`src/rtl/bt_pkg.sv`:
```
package bt_pkg;
  typedef enum logic [1:0] {
    SRC_SYS = 2'd0,
    SRC_A   = 2'd1,
    SRC_B   = 2'd2,
    SRC_DIV = 2'd3
  } src_e;

  typedef enum logic [1:0] {
    MODE_UP   = 2'd0,
    MODE_DIR  = 2'd1,
    MODE_QUAD = 2'd2,
    MODE_DOWN = 2'd3
  } mode_e;

  localparam int unsigned RSRC_CMP0 = 0;
  localparam int unsigned RSRC_RVAL = 1;
  localparam int unsigned RSRC_PIN  = 2;
  localparam int unsigned RSRC_N    = 3;
endpackage

```
`src/rtl/bt_sync.sv`:
```
module bt_sync #(
  parameter int unsigned  W       = 1,
  parameter logic [W-1:0] RST_VAL = '0
) (
  input  logic         clk_i,
  input  logic         rst_ni,
  input  logic [W-1:0] d_i,
  output logic [W-1:0] q_o
);
  logic [W-1:0] s1_q, s2_q;

  always_ff @(posedge clk_i or negedge rst_ni) begin
    if (!rst_ni) begin
      s1_q <= RST_VAL;
      s2_q <= RST_VAL;
    end else begin
      s1_q <= d_i;
      s2_q <= s1_q;
    end
  end

  assign q_o = s2_q;
endmodule

```
`src/rtl/bt_prescaler.sv`:
```
module bt_prescaler #(
  parameter int unsigned DIV_W = 8
) (
  input  logic             clk_i,
  input  logic             rst_ni,
  input  logic             start_i,
  input  logic [DIV_W-1:0] div_i,
  output logic             tick_o
);
  localparam int unsigned PW = DIV_W + 1;
  localparam logic [PW-1:0] P_ONE = PW'(1);

  logic [PW-1:0] pre_q;
  logic [PW-1:0] lim;

  // last phase of a 2(n+1) cycle
  assign lim    = {div_i, 1'b1};
  assign tick_o = start_i && (pre_q == lim);

  always_ff @(posedge clk_i or negedge rst_ni) begin
    if (!rst_ni)       pre_q <= '0;
    else if (!start_i) pre_q <= '0;
    else if (tick_o)   pre_q <= '0;
    else               pre_q <= pre_q + P_ONE;
  end


  property p_stop_clears;
    @(posedge clk_i) disable iff (!rst_ni) !start_i |=> !tick_o;
  endproperty
  stop_clears_chk: assert property (p_stop_clears);
endmodule

```
`src/rtl/bt_quad_dec.sv`:
```
module bt_quad_dec (
  input  logic clk_i,
  input  logic rst_ni,
  input  logic phase_a_i,
  input  logic phase_b_i,
  output logic step_o,
  output logic up_o
);
  logic [1:0] cur, prev_q, diff;

  bt_sync #(.W(2), .RST_VAL(2'b00)) u_sync (
    .clk_i (clk_i),
    .rst_ni(rst_ni),
    .d_i   ({phase_a_i, phase_b_i}),
    .q_o   (cur)
  );

  always_ff @(posedge clk_i or negedge rst_ni) begin
    if (!rst_ni) prev_q <= 2'b00;
    else         prev_q <= cur;
  end

  assign diff   = cur ^ prev_q;
  assign step_o = ^diff;              // one phase moved, not both
  assign up_o   = prev_q[1] ^ cur[0]; // old A vs new B


  property p_no_double;
    @(posedge clk_i) disable iff (!rst_ni)
      (cur[1] != prev_q[1]) && (cur[0] != prev_q[0]) |-> !step_o;
  endproperty
  no_double_chk: assert property (p_no_double);
endmodule

```
`src/rtl/bt_counter.sv`:
```
module bt_counter
  import bt_pkg::*;
#(
  parameter int unsigned W = 16
) (
  input  logic              clk_i,
  input  logic              rst_ni,
  input  logic              start_i,
  input  mode_e             mode_i,
  input  logic              dir_i,
  input  logic              tick_i,
  input  logic              qstep_i,
  input  logic              qup_i,
  input  logic [RSRC_N-1:0] rst_en_i,
  input  logic [W-1:0]      cmp0_i,
  input  logic [W-1:0]      rst_val_i,
  input  logic              pin_low_i,
  input  logic              ovf_sel_i,
  input  logic              wr_en_i,
  input  logic [W-1:0]      wr_data_i,
  output logic [W-1:0]      cnt_o,
  output logic              ovf_o
);
  localparam logic [W-1:0] ONE = W'(1);

  logic [W-1:0]      cnt_q, cnt_d;
  logic [RSRC_N-1:0] src_hit;
  logic              hit, step, up, tap_q, tap_d, ovf_d;

  always_comb begin
    src_hit            = '0;
    src_hit[RSRC_CMP0] = (cnt_q == cmp0_i);
    src_hit[RSRC_RVAL] = (cnt_q == rst_val_i);
    src_hit[RSRC_PIN]  = pin_low_i;
  end

  assign hit = |(src_hit & rst_en_i);

  always_comb begin
    step = tick_i;
    up   = 1'b1;
    unique case (mode_i)
      MODE_UP:   begin step = tick_i;  up = 1'b1;   end
      MODE_DIR:  begin step = tick_i;  up = !dir_i; end
      MODE_QUAD: begin step = qstep_i; up = qup_i;  end
      MODE_DOWN: begin step = tick_i;  up = 1'b0;   end
    endcase
    step = step && start_i;
  end

  always_comb begin
    if (wr_en_i)   cnt_d = wr_data_i;
    else if (hit)  cnt_d = '0;
    else if (step) cnt_d = up ? cnt_q + ONE : cnt_q - ONE;
    else           cnt_d = cnt_q;
  end

  assign tap_q = ovf_sel_i ? cnt_q[W-2] : cnt_q[W-1];
  assign tap_d = ovf_sel_i ? cnt_d[W-2] : cnt_d[W-1];
  assign ovf_d = !wr_en_i && !hit && tap_q && !tap_d;

  always_ff @(posedge clk_i or negedge rst_ni) begin
    if (!rst_ni) begin
      cnt_q <= '0;
      ovf_o <= 1'b0;
    end else begin
      cnt_q <= cnt_d;
      ovf_o <= ovf_d;
    end
  end

  assign cnt_o = cnt_q;


  property p_wr_load;
    @(posedge clk_i) disable iff (!rst_ni) wr_en_i |=> cnt_q == $past(wr_data_i);
  endproperty
  wr_load_chk: assert property (p_wr_load);


  property p_clear;
    @(posedge clk_i) disable iff (!rst_ni) !wr_en_i && hit |=> cnt_q == '0;
  endproperty
  clear_chk: assert property (p_clear);


  property p_hold;
    @(posedge clk_i) disable iff (!rst_ni) !start_i && !wr_en_i && !hit |=> $stable(cnt_q);
  endproperty
  hold_chk: assert property (p_hold);


  property p_unit_step;
    @(posedge clk_i) disable iff (!rst_ni) !wr_en_i && !hit |=>
      (cnt_q == $past(cnt_q)) || (cnt_q == $past(cnt_q) + ONE) || (cnt_q == $past(cnt_q) - ONE);
  endproperty
  unit_step_chk: assert property (p_unit_step);


  property p_ovf_pulse;
    @(posedge clk_i) disable iff (!rst_ni) ovf_o |=> !ovf_o;
  endproperty
  ovf_pulse_chk: assert property (p_ovf_pulse);


  property p_ovf_tap;
    @(posedge clk_i) disable iff (!rst_ni) ovf_o |->
      ($past(ovf_sel_i) ? ($past(cnt_q[W-2]) && !cnt_q[W-2])
                        : ($past(cnt_q[W-1]) && !cnt_q[W-1]));
  endproperty
  ovf_tap_chk: assert property (p_ovf_tap);


  property p_no_ovf_on_clear;
    @(posedge clk_i) disable iff (!rst_ni) wr_en_i || hit |=> !ovf_o;
  endproperty
  no_ovf_on_clear_chk: assert property (p_no_ovf_on_clear);
endmodule

```
`src/rtl/base_timer.sv`:
```
module base_timer
  import bt_pkg::*;
#(
  parameter int unsigned W     = 16,
  parameter int unsigned DIV_W = 8
) (
  input  logic              clk_i,
  input  logic              rst_ni,
  input  logic              start_i,
  input  logic [1:0]        src_sel_i,
  input  logic              src_a_en_i,
  input  logic              src_b_en_i,
  input  logic [DIV_W-1:0]  div_i,
  input  logic [1:0]        mode_i,
  input  logic              dir_i,
  input  logic              phase_a_i,
  input  logic              phase_b_i,
  input  logic [2:0]        rst_en_i,
  input  logic [W-1:0]      cmp0_i,
  input  logic [W-1:0]      rst_val_i,
  input  logic              ext_rst_ni,
  input  logic              ovf_sel_i,
  input  logic              wr_en_i,
  input  logic [W-1:0]      wr_data_i,
  output logic [W-1:0]      cnt_o,
  output logic              ovf_o
);
  logic div_tick, tick, qstep, qup, pin_s;

  bt_prescaler #(.DIV_W(DIV_W)) u_pre (
    .clk_i  (clk_i),
    .rst_ni (rst_ni),
    .start_i(start_i),
    .div_i  (div_i),
    .tick_o (div_tick)
  );

  always_comb begin
    unique case (src_e'(src_sel_i))
      SRC_SYS: tick = 1'b1;
      SRC_A:   tick = src_a_en_i;
      SRC_B:   tick = src_b_en_i;
      SRC_DIV: tick = div_tick;
    endcase
  end

  bt_quad_dec u_quad (
    .clk_i    (clk_i),
    .rst_ni   (rst_ni),
    .phase_a_i(phase_a_i),
    .phase_b_i(phase_b_i),
    .step_o   (qstep),
    .up_o     (qup)
  );

  bt_sync #(.W(1), .RST_VAL(1'b1)) u_pin_sync (
    .clk_i (clk_i),
    .rst_ni(rst_ni),
    .d_i   (ext_rst_ni),
    .q_o   (pin_s)
  );

  bt_counter #(.W(W)) u_cnt (
    .clk_i    (clk_i),
    .rst_ni   (rst_ni),
    .start_i  (start_i),
    .mode_i   (mode_e'(mode_i)),
    .dir_i    (dir_i),
    .tick_i   (tick),
    .qstep_i  (qstep),
    .qup_i    (qup),
    .rst_en_i (rst_en_i),
    .cmp0_i   (cmp0_i),
    .rst_val_i(rst_val_i),
    .pin_low_i(!pin_s),
    .ovf_sel_i(ovf_sel_i),
    .wr_en_i  (wr_en_i),
    .wr_data_i(wr_data_i),
    .cnt_o    (cnt_o),
    .ovf_o    (ovf_o)
  );


  property p_reset_idle;
    @(posedge clk_i) disable iff (!rst_ni) $rose(rst_ni) |-> (cnt_o == '0) && !ovf_o;
  endproperty
  reset_idle_chk: assert property (p_reset_idle);
endmodule

```
`config.mk`:
```
export PLATFORM = sky130hd
export DESIGN_NAME = base_timer
export DESIGN_NICKNAME = d
export VERILOG_FILES = /design/src/rtl/bt_pkg.sv /design/src/rtl/bt_sync.sv /design/src/rtl/bt_prescaler.sv /design/src/rtl/bt_quad_dec.sv /design/src/rtl/bt_counter.sv /design/src/rtl/base_timer.sv
export SDC_FILE = /design/constraint.sdc
export NUM_CORES = 1
export LEC_CHECK = 0
export ABC_AREA = 1
export CELL_PAD_IN_SITES_DETAIL_PLACEMENT = 0
export CELL_PAD_IN_SITES_GLOBAL_PLACEMENT = 1
export CORE_UTILIZATION = 40
export DETAILED_ROUTE_END_ITERATION = 7
export DONT_BUFFER_PORTS = 1
export GPL_TIMING_DRIVEN = 0
export PLACE_DENSITY = 0.83
export SLEW_MARGIN = 20
export SYNTH_ARGS = -nofsm -noshare
export SYNTH_HDL_FRONTEND = slang
export SYNTH_SLANG_ARGS = --single-unit
export TNS_END_PERCENT = 50
```
`constraint.sdc`:
```
create_clock -name clk_i -period 2.4 [get_ports clk_i]
set_clock_uncertainty 0.05 [all_clocks]
set_input_delay 0.12 -clock clk_i [delete_from_list [all_inputs] [get_ports clk_i]]
set_output_delay 0.12 -clock clk_i [all_outputs]
set_load 0.02 [all_outputs]
```
== After elaboration in Yosys (flattened, before gate mapping) ==
Cells that the tools add are included.

* Input port bits: 74
* Output and inout port bits: 17
* Word-level logic and storage cells: 51
* Register bits: 34

* Bitwise gates (word level): 3
* Equality and inequality tests: 9
* Reduce and logical (&&, ||, !) cells: 16
* Mux-type cells: 11
* Add/sub/neg operators: 3

{| class="wikitable"
|+ Operator list
! kind !! count
|-
| 16-bit 2-to-1 mux || 4
|-
| 16-bit equality test || 2
|-
| 9-bit 2-to-1 mux || 2
|-
| 16-bit by 1-bit adder with 16-bit output (second input constant) || 1
|-
| 16-bit by 1-bit subtractor with 16-bit output (second input constant) || 1
|-
| 9-bit by 1-bit adder with 9-bit output (second input constant) || 1
|-
| 9-bit equality test || 1
|-
| 2-bit equality test (second input constant) || 4
|-
| 1-bit one-hot mux with 4 select lines || 2
|-
| 3-bit OR reduction || 2
|-
| 1-bit logical AND || 5
|-
| 1-bit zero test || 5
|-
| 2-bit by 1-bit equality test with 1-bit output (second input constant) || 2
|-
| 2-bit zero test || 2
|-
| 3-bit AND || 1
|-
| 3-bit nonzero test || 1
|-
| 1-bit 2-to-1 mux || 2
|-
| 1-bit one-hot mux with 2 select lines || 1
|-
| 2-bit parity || 1
|-
| 2-bit bitwise XOR || 1
|-
| 1-bit bitwise XOR || 1
|}

== Depth between registers and ports, before layout ==
* Depth in word-level cells: 11
* Gate-level depth with buffers: 20
* Gate-level depth less buffers: 20

== Hierarchy ==
A second synthesis with hierarchy kept.

* Cells, all modules: 500
* Area, all modules: 3250.6 um^2

{| class="wikitable"
|+ By module, submodules not included
! module !! area each (um^2) !! instances !! cells an instance !! seq. area each (um^2)
|-
| bt_counter || 2342.2 || 1 || 384 || 425.4
|-
| bt_prescaler || 588.1 || 1 || 79 || 225.2
|-
| bt_quad_dec || 130.1 || 1 || 22 || 50.0
|-
| bt_sync (u_quad.u_sync) || 100.1 || 1 || 4 || 100.1
|-
| bt_sync (u_pin_sync) || 52.6 || 1 || 2 || 52.6
|-
| base_timer || 37.5 || 1 || 9 || 0.0
|}

== Least setup slack after synthesis ==
Ideal clock, no wire load.

* Kind: reg2reg
* Start point: register u_quad.prev_q[1]
* End point: register u_cnt.cnt_q[11], in the netlist u_cnt.cnt_o[11]
* Setup slack: 0.007 ns
* Required time: 2.237 ns
* Arrival: 2.230 ns
* Buffers on the path: 0
* Stages on the path, launching flop included: 18
* Setup time: 0.113 ns
* Clock period less this slack: 2.393 ns
* Cell sequence: dfrtp_1 > inv_1 > nand2_1 > nand3_1 > nand2_1 > ha_1 > nand2_1 > nand2_1 > nand2_1 > and2_1 > nand2_1 > a31oi_1 > o21ai_0 > nand2_1 > nand2_1 > o21ai_1 > nand2_1 > inv_1

* Longest elaborated chain between the ends: 6
* Elaborated cells between the ends (all ways): 11
* Classes of those cells: mux: 6; bitwise: 2; reduce/logical: 3

{| class="wikitable"
|+ RTL lines
! element !! RTL line !! text
|-
| start, declared || bt_quad_dec.sv:9 || <nowiki>logic [1:0] cur, prev_q, diff;</nowiki>
|-
| start signal, assigned || bt_quad_dec.sv:20 || <nowiki>else prev_q <= cur;</nowiki>
|-
| 1-bit bitwise XOR || bt_quad_dec.sv:25 || <nowiki>assign up_o = prev_q[1] ^ cur[0];</nowiki>
|-
| 1-bit one-hot mux with 4 select lines || bt_counter.sv:42 || <nowiki>unique case (mode_i)</nowiki>
|-
| 16-bit 2-to-1 mux (2 in series) || bt_counter.sv:54 || <nowiki>else if (step) cnt_d = up ? cnt_q + ONE : cnt_q - ONE;</nowiki>
|-
| 16-bit 2-to-1 mux || bt_counter.sv:53 || <nowiki>else if (hit) cnt_d = '0;</nowiki>
|-
| 16-bit 2-to-1 mux || bt_counter.sv:52 || <nowiki>if (wr_en_i) cnt_d = wr_data_i;</nowiki>
|-
| end signal, assigned || bt_counter.sv:67 || <nowiki>cnt_q <= cnt_d;</nowiki>
|-
| end, declared || bt_counter.sv:26 || <nowiki>logic [W-1:0] cnt_q, cnt_d;</nowiki>
|}

Parallel ways exist; a longest one is shown, timed or not. The select of a mux whose other input is x is not followed.
A chain may end at the register's enable or synchronous reset.

== Worst setup path after layout ==
* Start point: register u_quad.prev_q[1]
* End point: register u_cnt.ovf_o

* Longest elaborated chain between the ends: 10
* Elaborated cells between the ends (all ways): 13
* Classes of those cells: mux: 7; bitwise: 2; reduce/logical: 4

{| class="wikitable"
|+ RTL lines
! element !! RTL line !! text
|-
| 2-bit bitwise XOR || bt_quad_dec.sv:23 || <nowiki>assign diff = cur ^ prev_q;</nowiki>
|-
| 2-bit parity || bt_quad_dec.sv:24 || <nowiki>assign step_o = ^diff;</nowiki>
|-
| 1-bit one-hot mux with 2 select lines || bt_counter.sv:42 ||
|-
| 1-bit logical AND || bt_counter.sv:48 || <nowiki>step = step && start_i;</nowiki>
|-
| 16-bit 2-to-1 mux * || bt_counter.sv:54 ||
|-
| 16-bit 2-to-1 mux * || bt_counter.sv:53 ||
|-
| 16-bit 2-to-1 mux * || bt_counter.sv:52 ||
|-
| net u_cnt.cnt_d[14] || bt_counter.sv:26 ||
|-
| 1-bit 2-to-1 mux * || bt_counter.sv:59 || <nowiki>assign tap_d = ovf_sel_i ? cnt_d[W-2] : cnt_d[W-1];</nowiki>
|-
| 1-bit zero test * || bt_counter.sv:60 || <nowiki>assign ovf_d = !wr_en_i && !hit && tap_q && !tap_d;</nowiki>
|-
| 1-bit logical AND * || bt_counter.sv:60 ||
|-
| net u_cnt.ovf_d || bt_counter.sv:28 || <nowiki>logic hit, step, up, tap_q, tap_d, ovf_d;</nowiki>
|-
| end signal, assigned || bt_counter.sv:68 || <nowiki>ovf_o <= ovf_d;</nowiki>
|-
| end, declared || bt_counter.sv:22 || <nowiki>output logic ovf_o</nowiki>
|}

Mark *: on every way through the listed nets, which the timed path passes. The rest lies on a longest branch. The select of a mux whose other input is x is not followed.

==> summary.md <==
| Metric | Value |
|---|---|
| Status | `finished, final reports clean` |
| Crit path launch type | `register` |
| PortBufs | `0` |
| Final worst-path cycle share | `roughly 100%` |
| Post-DP Area | `3380 sq um` |
| Vias/cell | `5.09` |
| Dominant cell type by area after synthesis | `dfrtp_1` |
| Die W | `92.2 um` |
| Mapped Nets | `611` |
| Post-layout min period | `between 2 and 2.5 ns` |
| Hold Crit Depth | `4` |
| Tightest Pin Transition | `0.872 ns` |
| Highest clock rate | `approximately 0.42 GHz` |
| Dominant cells by area after synthesis | `dfrtp_1, nand2_1, nor2_1` |
| Mapped Area | `between 3000 and 4000 sq um` |
| Avg Cell Area, Syn | `6.25 sq um` |
| Vias in the first global route | `3256` |
| Routability cong. | `0.955` |
| Cell count after synthesis | `521` |
| Die area | `8510 sq um` |
| I/O Pins | `91` |
| DRT antenna net count | `0` |
| RSZ-0062 raised after global routing | `yes` |
| RR Endpoint | `u_cnt.ovf_o` |
| Filler cells | `between 700 and 800` |
| Sequential-to-total area share from yosys stat | `about a quarter` |
| Post-synth top area share | `24.6%` |
| Ys Warns | `0` |
| DR vias | `3376` |
| Fin area | `4170 sq um` |
| DP Worst Slack | `-0.496 ns` |
| Area of the multi-input gates | `2470 sq um` |
| Final hold violation count | `0` |
| Dpl cells | `a little over 600` |
| FF-to-FF path depth | `17` |
| Iteration-0 DRC Markers | `178` |
| Rows | `32` |
| Wire length per cell | `14.5 um` |
| Clk Tree Root Cell | `clkbuf_8` |
| Clk sinks | `34` |
| Total wire length | `between 9000 and 10000 um` |
| DRT Pass-1 Iters | `4` |
| R2R Path Start | `u_quad.prev_q[1]` |
| Hpwl dp | `7020 um` |
| #FFs+latches synth | `34` |
| WS Path Type | `register to register` |
| Final core utilization | `between 50% and 60%` |
| Smallest setup slack after layout | `0.00813 ns` |
| Die Ht | `92.2 um` |
| Hold WS | `0.0145 ns` |
| Core area | `7810 sq um` |
| Max clock buf depth | `2` |
| Synth unique cells | `43` |
| Final setup fails | `0` |
| Post-synth ARST share | `100%` |
| Hold Path Class | `input pin to register` |
| Area Growth Syn to Fin | `27.9%` |
| Hold worst-path end | `u_cnt.cnt_o[13]` |
| Gr usage total | `22.1%` |
| Share of layout cells above drive strength 1 | `21.6%` |
| Initial core utilization | `between 40% and 50%` |
| HP Start | `wr_data_i[13]` |
| Max_slew headroom | `41.5%` |
| H-tree Lvls | `2` |
| Fin nets | `650` |
| Non-Filler Instances | `663` |
| VDD IR-drop max | `305 uV` |
| # DRC | `0` |
| GRT overflow | `0` |
| Max-Cap Viols | `0` |
| CP required | `2.53 ns` |
| Setup tns final | `0 ns` |
| Crit path DAT | `2.53 ns` |
| Register area | `853 sq um` |
| CTS buffer count | `5` |
| Initial antenna violation count | `0` |
| Most used DFF post-synth | `dfrtp_1` |
| Worst Setup End Kind | `register` |
| Leakage | `2.05 nW` |
| CP max FO | `8` |
| Register-to-register setup slack | `0.008 ns` |
| Pwr Total | `~3.3 mW` |
| Clock-pin slew on the worst setup and hold paths | `0.07 ns` |
| Max Slew Vio Count | `0` |
| EDFF count, synth | `0` |
| Global-route wire length before repair | `14700 um` |
| Antenna Cells | `0` |
| Largest net degree at the start of global routing | `35` |
| Power per cell area | `785 nW/um^2` |
| CTS tree | `built` |
| Clk Latency, worst-skew pair | `0.29 ns` |
## critical path, stage by stage, from the launching register on
cell and delay, ns:
dfrtp_1 0.41, inv_2 0.06, nand2_2 0.05, nand3_4 0.15, nand2_8 0.13, ha_4 0.38
nand2_2 0.09, nor2_2 0.15, and3_1 0.19, nand2_2 0.07, nand2_1 0.06, nand2_1 0.04
nand2_1 0.07, nand4_1 0.12, nand3_2 0.10, nand2_1 0.06, nand2_1 0.06, nor2_1 0.04
## registers in the layout (all words and copies together), names as in the netlist
name and flops:
u_cnt.cnt_o 16, u_pre.pre_q 9, u_quad.prev_q 2, u_quad.u_sync.s1_q 2
u_pin_sync.q_o 1, u_quad.u_sync.q_o 2, u_cnt.ovf_o 1, u_pin_sync.s1_q 1
## layer usage
layer	GRT usage, %	part of all wire (%)	vias to the layer above	wire length (um)
met5	0	0	-	0
met4	7.16	2.7	0	257
met3	3.98	6.3	20	606
met2	40.4	50	107	4810
met1	25.9	41	1536	3950
li1	-	-	1713	-
## what timing repair did
item                                    in CTS  in global routing
endpoints found under the setup margin      14                  8
cloned                                       1                  0
gates resized for setup                     23                 59
pin swaps                                    4                 41
setup buffers                                5                 15
hold buffers                                11                  0
endpoints found under the hold margin       43                  0
## cell usage after synthesis, types with 2 or more instances
library cell  number
a21oi_1           21
a21oi_2            3
a22oi_1            2
a31oi_1            5
and2_1             3
buf_6              2
clkbuf_1           2
dfrtp_1           32
dfstp_2            2
ha_1              15
inv_1             65
inv_2             10
nand2_1          156
nand2_2            4
nand3_1           20
nand3_2            3
nand4_1            4
nor2_1            81
nor2_2             2
nor3_1             7
nor3b_1            2
o21ai_0           10
o21ai_1           15
o21bai_1           3
o22ai_1            3
or2_1              3
xnor2_1           11
xor2_1            20
## layout make-up
| cell class | instances | share of cell area, % |
|---|---|---|
| plain buffers | 6 | 1.02 |
| clock buffers | 7 | 1.83 |
| repair buffers | 31 | 6.49 |
| clock inverters | 1 | 0.721 |
| inverters | 77 | 7.12 |
| multi-input cells | 405 | 59.3 |
| well taps | 102 | 3.06 |
| flip-flops and latches | 34 | 20.5 |
## cells by family (layout without fill, tap and decap cells)
| logic type | Yosys count | in the layout | synth area share (%) |
|---|---|---|---|
| adder cells (fa/ha/maj) | 16 | 16 | 6.38 |
| XOR/XNOR | 31 | 31 | 8.34 |
| AO/OA/AOI/OAI | 66 | 66 | 11.6 |
| flip-flops | 34 | 34 | 26.2 |
| buffers and inverters | 83 | 122 | 10.3 |
| AND/OR/NAND/NOR | 291 | 292 | 37.3 |
## layout by cell type, fill, tap and decap left out, types with 3 or more instances in the layout
master	count
a21oi_1	14
a21oi_2	7
a21oi_4	3
a31oi_1	4
buf_4	21
clkbuf_1	4
clkbuf_8	5
dfrtp_1	32
dlygate4sd3_1	10
ha_4	13
inv_1	60
inv_2	13
inv_4	3
nand2_1	132
nand2_2	22
nand2_4	5
nand3_1	16
nand3_2	5
nand4_1	4
nor2_1	78
nor2_2	4
nor3_1	6
o21ai_0	7
o21ai_1	18
o21bai_1	3
o22ai_1	3
or2_1	3
xnor2_1	11
xor2_1	20
## how the worst max path moves through the flow
stage	from	to	slack [ns]	depth (start not counted)
after floorplan	u_quad.prev_q[1]	u_cnt.cnt_o[11]	0.007	17
after global placement	u_quad.u_sync.q_o[0]	u_cnt.cnt_o[11]	-0.43	17
after detailed placement	u_quad.u_sync.q_o[0]	u_cnt.cnt_o[11]	-0.50	17
after CTS	u_quad.prev_q[1]	u_cnt.cnt_o[11]	-0.0007	15
after global routing	u_quad.prev_q[1]	u_cnt.ovf_o	-0.14	15
final	u_quad.prev_q[1]	u_cnt.ovf_o	0.008	17
## power by group
part / switching (mW) / leakage (nW) / internal [mW]
clock: 0.211 / 0.0524 / 0.311
sequential: 0.273 / 0.417 / 0.650
combinational: 0.994 / 1.58 / 0.832
Power figures use the tool's default switching activity.
